$ cat config.mk
export PLATFORM = sky130hd
export DESIGN_NAME = h3_index_unit
export DESIGN_NICKNAME = d
export VERILOG_FILES = /design/src/rtl/h3_pkg.sv /design/src/rtl/h3_key_select.sv /design/src/rtl/h3_row_store.sv /design/src/rtl/h3_xor_fold.sv /design/src/rtl/h3_index_unit.sv
export SDC_FILE = /design/constraint.sdc
export NUM_CORES = 1
export LEC_CHECK = 0
export ABC_AREA = 1
export BUFFER_PORTS_ARGS = -buffer_cell sky130_fd_sc_hd__buf_2
export CORE_MARGIN = 2
export CORE_UTILIZATION = 52
export CTS_CLUSTER_DIAMETER = 30
export CTS_CLUSTER_SIZE = 14
export DETAILED_ROUTE_END_ITERATION = 10
export MAX_ROUTING_LAYER = met4
export PLACE_DENSITY = 0.83
export SLEW_MARGIN = 5
export SYNTH_ARGS = -nofsm -noshare
export SYNTH_HDL_FRONTEND = slang
export SYNTH_HIERARCHICAL = 1
export SYNTH_SLANG_ARGS = --single-unit
$ cat constraint.sdc
create_clock -name clk -period 4.4 [get_ports clk]
set_input_delay 0.88 -clock clk [delete_from_list [all_inputs] [get_ports clk]]
set_output_delay 0.88 -clock clk [all_outputs]
set_load 0.05 [all_outputs]
$ cat src/rtl/h3_pkg.sv
`timescale 1ns/1ps
package h3_pkg;
  localparam int unsigned ADDR_W      = 32;
  localparam int unsigned DEF_KEY_LSB = 8;
  localparam int unsigned DEF_KEY_W   = 16;
  localparam int unsigned DEF_IDX_W   = 8;
endpackage

$ cat src/rtl/h3_key_select.sv
`timescale 1ns/1ps
// Extracts the hash key slice from the destination address.
module h3_key_select
  import h3_pkg::*;
#(
  parameter int unsigned KEY_LSB = DEF_KEY_LSB,
  parameter int unsigned KEY_W   = DEF_KEY_W
) (
  input  logic [ADDR_W-1:0] addr,
  output logic [KEY_W-1:0]  key
);
  logic unused_addr_bits;
  assign unused_addr_bits = ^addr;

  for (genvar k = 0; k < KEY_W; k++) begin : g_bit
    assign key[k] = addr[KEY_LSB + k];
  end
endmodule

$ cat src/rtl/h3_row_store.sv
`timescale 1ns/1ps
// Programmable matrix: one IDX_W-bit row per key bit, one row written per cycle.
module h3_row_store #(
  parameter  int unsigned KEY_W  = 16,
  parameter  int unsigned IDX_W  = 8,
  localparam int unsigned ROW_AW = (KEY_W > 1) ? $clog2(KEY_W) : 1
) (
  input  logic                        clk,
  input  logic                        rst_n,
  input  logic                        we,
  input  logic [ROW_AW-1:0]           sel,
  input  logic [IDX_W-1:0]            wdata,
  output logic [KEY_W-1:0][IDX_W-1:0] rows
);
  logic [KEY_W-1:0][IDX_W-1:0] rows_d;

  for (genvar k = 0; k < KEY_W; k++) begin : g_row
    logic hit;
    assign hit = we && (sel == ROW_AW'(k));

    always_comb begin
      rows_d[k] = rows[k];
      if (hit) rows_d[k] = wdata;
    end

    always_ff @(posedge clk or negedge rst_n) begin
      if (!rst_n)   rows[k] <= '0;
      else if (hit) rows[k] <= rows_d[k];
    end
  end
endmodule

$ cat src/rtl/h3_xor_fold.sv
`timescale 1ns/1ps
// Combinational H3 fold: XOR of every row whose key bit is set.
module h3_xor_fold #(
  parameter int unsigned KEY_W = 16,
  parameter int unsigned IDX_W = 8
) (
  input  logic [KEY_W-1:0]            key,
  input  logic [KEY_W-1:0][IDX_W-1:0] rows,
  output logic [IDX_W-1:0]            hash
);
  logic [KEY_W-1:0][IDX_W-1:0] masked;

  for (genvar k = 0; k < KEY_W; k++) begin : g_mask
    assign masked[k] = rows[k] & {IDX_W{key[k]}};
  end

  always_comb begin
    hash = '0;
    for (int k = 0; k < KEY_W; k++) hash ^= masked[k];
  end
endmodule

$ cat src/rtl/h3_index_unit.sv
`timescale 1ns/1ps
module h3_index_unit
  import h3_pkg::*;
#(
  parameter  int unsigned KEY_LSB = DEF_KEY_LSB,
  parameter  int unsigned KEY_W   = DEF_KEY_W,
  parameter  int unsigned IDX_W   = DEF_IDX_W,
  localparam int unsigned ROW_AW  = (KEY_W > 1) ? $clog2(KEY_W) : 1
) (
  input  logic              clk,
  input  logic              rst_n,
  input  logic              row_we,
  input  logic [ROW_AW-1:0] row_sel,
  input  logic [IDX_W-1:0]  row_data,
  input  logic              key_valid,
  input  logic [ADDR_W-1:0] dst_addr,
  output logic              idx_valid,
  output logic [IDX_W-1:0]  idx
);
  // Reset: asserted asynchronously, released on the clock.
  logic rst_meta_n, rst_sync_n;
  always_ff @(posedge clk or negedge rst_n) begin
    if (!rst_n) begin
      rst_meta_n <= 1'b0;
      rst_sync_n <= 1'b0;
    end else begin
      rst_meta_n <= 1'b1;
      rst_sync_n <= rst_meta_n;
    end
  end

  logic [KEY_W-1:0]            key;
  logic [KEY_W-1:0][IDX_W-1:0] rows;
  logic [IDX_W-1:0]            hash;

  h3_key_select #(.KEY_LSB(KEY_LSB), .KEY_W(KEY_W)) u_key (
    .addr (dst_addr),
    .key  (key)
  );

  h3_row_store #(.KEY_W(KEY_W), .IDX_W(IDX_W)) u_rows (
    .clk   (clk),
    .rst_n (rst_sync_n),
    .we    (row_we),
    .sel   (row_sel),
    .wdata (row_data),
    .rows  (rows)
  );

  h3_xor_fold #(.KEY_W(KEY_W), .IDX_W(IDX_W)) u_fold (
    .key  (key),
    .rows (rows),
    .hash (hash)
  );

  // Output register: next state, then flops.
  logic [IDX_W-1:0] idx_d;
  logic             vld_d;

  always_comb begin
    vld_d = key_valid;
    idx_d = idx;
    if (key_valid) idx_d = hash;
  end

  always_ff @(posedge clk or negedge rst_sync_n) begin
    if (!rst_sync_n) begin
      idx_valid <= 1'b0;
      idx       <= '0;
    end else begin
      idx_valid <= vld_d;
      if (key_valid) idx <= idx_d;
    end
  end
endmodule

Word-level counts from Yosys, hierarchy flattened
Index checks and enable logic that the tools add are counted.

Equality and inequality tests: 15. Bitwise operators: 31. Reductions and logical operators: 17.

Operator list (count): $and A8 B8 Y8 (16); $xor A8 B8 Y8 (15); $eq A4 B4 Y1 const B (8); $eq A4 B3 Y1 const B (4); $logic_and A1 B1 Y1 (16); $eq A4 B2 Y1 const B (2); $eq A4 B1 Y1 const B (1); $logic_not A4 Y1 (1).

Register bits after elaboration: 139. Bits of input ports: 48. Output and inout bits: 9. Logic and storage cells: 83.

Depth between registers and ports, before layout
Gate-level depths: netlist of the first run.

Depth after elaboration: 16. Depth in mapped cells: 18. Gate-level depth less buffers: 16.

Hierarchy
The synthesis of the first run kept the hierarchy.

Modules (own cells, without submodules): h3_row_store (instances 1, cells an instance 587, area each 5177.5 um^2, sequential area each 3203.1 um^2); h3_xor_fold (instances 1, cells an instance 552, area each 2617.5 um^2, sequential area each 0.0 um^2); h3_index_unit (instances 1, cells an instance 38, area each 384.1 um^2, sequential area each 275.3 um^2); h3_key_select (instances 1, cells an instance 16, area each 120.1 um^2, sequential area each 0.0 um^2).

Worst setup path after synthesis of the first run
No wires, ideal clock.

Path kind: in2reg. Start: in dst_addr[12]. End: reg idx[0]. Setup time: 119 ps. Arrival time: 1915 ps. Data required time: 4281 ps. Path slack: 2366 ps. Cell stages on the path: 13. Path buffers: 2. Path through: buf_4 > buf_4 > nand2_1 > xor2_1 > nand2_1 > nand3b_1 > nand2_1 > nand2_1 > nand3_1 > nand2_1 > inv_1 > nand2_1 > nand2_1.

Word-level cells in the longest chain between the ends: 13.

RTL lines: start: declaration (line h3_index_unit.sv:16) `input logic [ADDR_W-1:0] dst_addr,`; $and A8 B8 Y8 (line h3_xor_fold.sv:14) `assign masked[k] = rows[k] & {IDX_W{key[k]}};`; $xor A8 B8 Y8 (12 in a row) (line h3_xor_fold.sv:19) `for (int k = 0; k < KEY_W; k++) hash ^= masked[k];`; via hash[0] (line h3_index_unit.sv:34) `logic [IDX_W-1:0] hash;`; end signal: assignment (line h3_index_unit.sv:72) `if (key_valid) idx <= idx_d;`; end: declaration (line h3_index_unit.sv:18) `output logic [IDX_W-1:0] idx`.

The timed path passes the listed nets, and every way through them passes these cells. A chain may end at the register's enable or synchronous reset.

Final worst setup path of the first run
Start: in row_sel[0]. End: reg u_rows/rows[73] in the netlist's numbering.

Word-level cells in the longest chain between the ends: 2.

RTL lines: start: declaration (line h3_index_unit.sv:13) `input logic [ROW_AW-1:0] row_sel,`; $eq A4 B4 Y1 (line h3_row_store.sv:19) `assign hit = we && (sel == ROW_AW'(k));`; $logic_and A1 B1 Y1 (line h3_row_store.sv:19); end signal: indexed assignment (line h3_row_store.sv:28) `else if (hit) rows[k] <= rows_d[k];`; end: declaration (line h3_row_store.sv:13) `output logic [KEY_W-1:0][IDX_W-1:0] rows`.

No other way between the ends.

==> results of run 1 <==
==> cells by family after synthesis <==
kind of cell | count (synthesis) | synth area share
xor gates and xnor gates | 75 | 0.08096
DFF | 139 | 0.4191
buffers and inverters | 141 | 0.08066
and+or+nand+nor | 837 | 0.4188
other | 1 | 0.0004519
==> Yosys cell counts (all sizes together) <==
cell / instances / area share
dfrtp: 139 / 0.42
nand3b: 4 / 0.0036
nand2: 647 / 0.29
inv: 71 / 0.032
xor2: 35 / 0.037
nand3: 133 / 0.081
nand4: 32 / 0.024
clkbuf: 20 / 0.0090
xnor2: 40 / 0.044
buf: 50 / 0.040
nor2: 21 / 0.015
conb: 1 / 0.00045
==> final timing paths <==
path,startpoint,to,cells past startpoint,slack (ns)
min,rst_n,rst_sync_n$_DFF_PN0_,1,0.23
max,row_sel[0],u_rows/rows[73]$_DFFE_PN0P_,6,2.34
min in group clk,rst_meta_n$_DFF_PN0_,rst_sync_n$_DFF_PN0_,0,0.36
max in group asynchronous,rst_sync_n$_DFF_PN0_,u_rows/rows[68]$_DFFE_PN0P_,1,3.10
min reg2reg,rst_meta_n$_DFF_PN0_,rst_sync_n$_DFF_PN0_,0,0.36
max reg2reg,u_rows/rows[98]$_DFFE_PN0P_,idx[2]$_DFFE_PN0P_,14,2.74
==> layer usage <==
layer  global-route usage  vias up  share of wire
met5                    -        -              0
met4               0.1158        0          0.034
met3              0.07175       57          0.068
met2               0.4330      220           0.48
met1               0.3235     3519           0.42
li1                     -     3671              -
==> layout by cell type, fill, tap and decap left out, drive strengths merged, types with 4 or more instances in the layout <==
cell type	count
xnor2	40
dfrtp	139
nor2	21
clkbuf	25
inv	71
buf	47
xor2	35
nand4	32
nand2	647
nand3b	4
clkinv	5
nand3	133
==> sequential cells by signal, indices dropped and copies added (netlist names) <==
register and flops:
idx_valid 1, rst_meta_n 1, idx 8, u_rows/rows 128, rst_sync_n 1
==> report_power, final <==
group / switching, mW / leakage (nW) / internal (mW)
registers: 0.167 / 1.76 / 1.56
clock network: 0.529 / 0.265 / 0.803
logic: 0.940 / 2.92 / 0.453
total: 1.64 / 4.94 / 2.81
==> cell type report <==
cell class                 instances  area [um2]  share of cell area
timing repair buffer              47       265.3             0.02955
multi-input combinational        913        4151              0.4624
sequential                       139        3482              0.3879
clock inverter                     7       66.31            0.007387
clock buffer                      25       475.5             0.05296
tap                              216       270.3             0.03010
inverter                          71       266.5             0.02969
==> results_dict.tcl, run 1 <==
set metrics [dict create \
    status "finished clean" \
    syn_nets 1241 \
    firstDrtPassIters 5 \
    avgSynthCellArea_um2 6.957 \
    grt_pass1_vias 7204 \
    drive_above_1_share 0.08070 \
    setup_viol 0 \
    fin_area_um2 8977 \
    path_cells "buf_2 -> nand2_1 -> nor2_4 -> nand2_1 -> nand2_1 -> nand2_1" \
    clkLatencyLatePin_ns 0.43 \
    arrival_ns 2.37 \
    hold_buffers 0 \
    p_per_area_nw_per_um2 495.9 \
    fp.dieW_um 130.3 \
    instances_no_fill 1418 \
    initial_core_util 0.5282 \
    slew_viol_final 0 \
    grt_max_degree 80 \
    clock.fmax_ghz 0.4864 \
    crit_top_cell "nand2_1" \
    path_buf_inv 1 \
    numCtsBuffers 17 \
    cts_tree "built" \
    final_hold_viol_count 0 \
    place_congestion 0.8893 \
    dieHeight_um 130.3 \
    yosys_warnings 6 \
    wl_per_cell_um 14.66 \
    cts_sinks 139 \
    cts_root_buf "clkbuf_16" \
    synth_seq_area_share 0.4191 \
    startpoint_type "primary input" \
    drv_cap 0 \
    detail_route.iter0.violations 605 \
    ant_nets 0 \
    worstMarginPinSlew_ns 0.8086 \
    relSlewSlack 0.4609 \
    crit_required_ns 4.71 \
    end_kind "flop" \
    grt_pass1_wl_um 34420 \
    port-buffer-count 40 \
    peakVddDrop_mv 0.2949 \
    critPathMaxFanout 29 \
    cts_setup_buffers 0 \
    cts.repair.resized 0 \
    core_um2 15710 \
    fin_crit_sh 0.4672 \
    antenna_cells 0 \
    clockBufferDepth 2 \
    wirelength_um 20790 \
    grt_overflow 0 \
    period_needed_ns 2.056 \
    dp_cells 1386 \
    synth.distinct_cells 21 \
    setup.worst_path.class "in -> reg" \
    final_core_util 0.5713 \
    nFillCells 1469 \
    whs_ns 0.2320 \
    syn2layout_area_growth_pct 8.171 \
    io_pins 57 \
    netlist_area_um2 8299 \
    drc 0 \
    p_total_mw 4.451 \
    power_leakage_nw 4.940 \
    dp_hpwl_um 14120 \
    die_area_um2 16990 \
    htreeDepth 4 \
    pre_cts_ws_ns 1.948 \
    worst_slack_ns 2.344 \
    holdCritPathClass "in -> async" \
    clkTransAtPathRegs_ns 0.06 \
    placed_area_um2 8436 \
    rsz0062_at_grt "no" \
    rows 46 \
    finalClockSkew_ns 0.007875 \
    ys_ff_latch 139 \
    via_count 7467 \
    slowest_stage "nor2_4" \
    synthCells 1193 \
    fin_tns_setup_ns 0 \
    viasPerCell 5.266 \
    antenna_found_initial 0 \
    cpPeakStageDelay_ns 0.58 \
    nNetsFinal 1237 \
    grtUsageTotal 0.2702 \
    crit_family "simple AND/OR/NAND/NOR gates" \
]
Power figures use the tool's default switching activity.
==> run 2: changes to the inputs <==
- ABC_AREA: 1 -> 0
- clock period: 4.4 -> 1.7 ns (I/O delays scaled with it)
==> results_dict.tcl, run 2 <==
set metrics [dict create \
    p_sw_frac 0.2994 \
    synthTopCellsByArea "dfrtp_1, mux2_2, xnor2_1" \
    pwr-share-seq 0.361 \
    instances_no_fill 832 \
    numCtsBuffers 17 \
    dp_hpwl_um 11020 \
    final_hold_viol_count 0 \
    dp_cells 799 \
    fin_area_um2 8232 \
    pre_cts_ws_ns -0.2168 \
    critPathMaxFanout 2 \
    grt_max_degree 36 \
    topRoutingLayerUsed "met4" \
    whs_ns 0.2071 \
    cpPeakStageDelay_ns 0.37 \
    startpoint "u_rows/rows[4]$_DFFE_PN0P_" \
    via_count 4351 \
    yosysTopAreaCellShare 0.4885 \
    cts.repair.resized 0 \
    firstDrtPassIters 6 \
    holdCritStartpoint "key_valid" \
    largest_register_ff_count 128 \
    synth_edf_count 0 \
    startpoint_type "flop" \
    holdCritPathClass "in -> reg" \
    wl_met3_um 545 \
    clockBufferDepth 2 \
    ys_ff_latch 139 \
    htreeDepth 4 \
    drc 0 \
    ant_nets 0 \
    worst_slack_ns 0.07773 \
    crit_top_cell "xnor2_1" \
    wl_per_cell_um 18.75 \
    die_area_um2 14650 \
    wl_met2_um 7971 \
    synthCells 593 \
    yosys_warnings 6 \
    syn_nets 641 \
    netlist_area_um2 7121 \
    synth_seq_area_share 0.4885 \
    port-buffer-count 40 \
    clkTransAtPathRegs_ns 0.06 \
    io_pins 57 \
    avgSynthCellArea_um2 12.01 \
    clock.fmax_ghz 0.6164 \
    slowest_stage "dfrtp_1" \
    top_register "u_rows/rows" \
    nNetsFinal 691 \
    final_cell_mix "dfrtp_1, nand2_1, mux2_2, xnor2_1, buf_2" \
    clkLatencyLatePin_ns 0.42 \
    period_needed_ns 1.622 \
    rows 42 \
    fin_tns_setup_ns 0 \
    status "finished clean" \
    detail_route.iter0.violations 263 \
    final_core_util 0.6191 \
    synth_area_leader_cell "dfrtp_1" \
    viasPerCell 5.230 \
    path_cells "nand2_1 -> xnor2_1 -> xnor2_1 -> xnor2_1 -> xnor2_1 -> mux2_4" \
    end_kind "flop" \
    grt_pass1_wl_um 25310 \
    rsz0062_at_grt "no" \
    core_um2 13300 \
    reg.largest.list "u_rows/rows x128, idx x8" \
    antenna_cells 0 \
    finalClockSkew_ns 0.009561 \
    synth_most_common_cell "dfrtp_1" \
    placed_area_um2 7605 \
    p_comb_frac 0.340 \
    fin_crit_sh 0.9543 \
    grt_overflow 0 \
    fp.dieW_um 121.0 \
    p_total_mw 12.70 \
    syn2layout_area_growth_pct 15.60 \
    crit_required_ns 2.00 \
    arrival_ns 1.92 \
    final_common_cell "dfrtp_1" \
    p_per_area_nw_per_um2 1543 \
    cts_root_buf "clkbuf_16" \
    antenna_found_initial 0 \
    dieHeight_um 121.0 \
    p_clk_frac 0.299 \
    reg2reg_from "u_rows/rows[4]$_DFFE_PN0P_" \
    drive_above_1_share 0.3765 \
    setup_viol 0 \
    wl_met1_um 6636 \
    power_switching_mw 3.803 \
    ys.flop_type "dfrtp_1" \
    internal-power_mw 8.901 \
    power_leakage_nw 3.583 \
    synth-async-reset-ratio 1.000 \
    grtUsageTotal 0.2400 \
    drv_cap 0 \
    setup.worst_path.class "reg -> reg" \
    cts_sinks 139 \
    peakVddDrop_mv 0.8995 \
    synth.distinct_cells 22 \
    cts_tree "built" \
    grt_pass1_vias 4904 \
    synthTopCellsByCount "dfrtp_1, nand2_1, mux2_2" \
    initial_core_util 0.5356 \
    place_congestion 0.9000 \
    wirelength_um 15600 \
    slew_viol_final 0 \
]
## run 2: cell count changes in the layout (fill, tap and decap cells not counted), moves of 9 or more
cell | before | now
nand2_1 | 643 | 124
nand4_1 | 32 | 0
mux2_2 | 0 | 112
mux2_1 | 0 | 13
xnor2_1 | 38 | 96
xor2_1 | 35 | 24
buf_12 | 1 | 10
nand3_1 | 131 | 1
inv_1 | 67 | 0
nor2_1 | 10 | 1
mux2_4 | 0 | 11
buf_4 | 6 | 25
## run 2: power by group through the flow
stage / combinational [mW] / clock [mW] / sequential, mW
floorplan: 2.90 / 0 / 4.89
global placement: 4.14 / 0 / 4.56
detailed placement: 4.29 / 0 / 4.64
CTS: 4.34 / 3.87 / 4.59
global route: 4.60 / 4.03 / 4.69
finish: 4.31 / 3.80 / 4.59
## run 2: per-layer routing
layer  GRT usage  vias up
li1            -     2002
met3     0.05780       36
met5           -        -
met2      0.3919       96
met1      0.2830     2217
met4      0.1068        0
## run 2: final cells by class
| type | count | area [um2] |
|---|---|---|
| timing repair buffer | 76 | 598.1 |
| fill | 1016 | 5064 |
| sequential | 139 | 3482 |
| multi-input combinational | 409 | 3314 |
| clock buffer | 26 | 509.2 |
| clock inverter | 6 | 107.6 |
| tap | 176 | 220.2 |
## run 2: repair_timing
| item | CTS | global route |
|---|---|---|
| endpoints found under the hold margin | 2 | 0 |
| hold buffers | 1 | 0 |
| setup buffers | 0 | 0 |
## run 2: critical path, delay by kind of cell (launching register included)
family        cells  cell delay (ns)
xor+xnor          4             0.78
flops             1             0.37
mux               1             0.28
simple gates      1             0.08
## run 2: cells by family after synthesis
| family | share of synthesized area |
|---|---|
| AND/OR/NAND/NOR | 0.09647 |
| flip-flops | 0.4885 |
| multiplexers | 0.2209 |
| XOR/XNOR | 0.1476 |
| buffers and inverters | 0.04604 |
| other | 0.0005266 |
## run 2: path summary, 6_finish.rpt
check | end | slack, ns | cells after the start
min reg2reg | u_rows/rows[16]$_DFFE_PN0P_ | 0.24 | 0
max | idx[4]$_DFFE_PN0P_ | 0.08 | 6
min | idx_valid$_DFF_PN0_ | 0.21 | 1
max in group asynchronous | u_rows/rows[126]$_DFFE_PN0P_ | 0.87 | 1
min in group asynchronous | rst_sync_n$_DFF_PN0_ | 0.23 | 2
max reg2reg | idx[4]$_DFFE_PN0P_ | 0.08 | 6
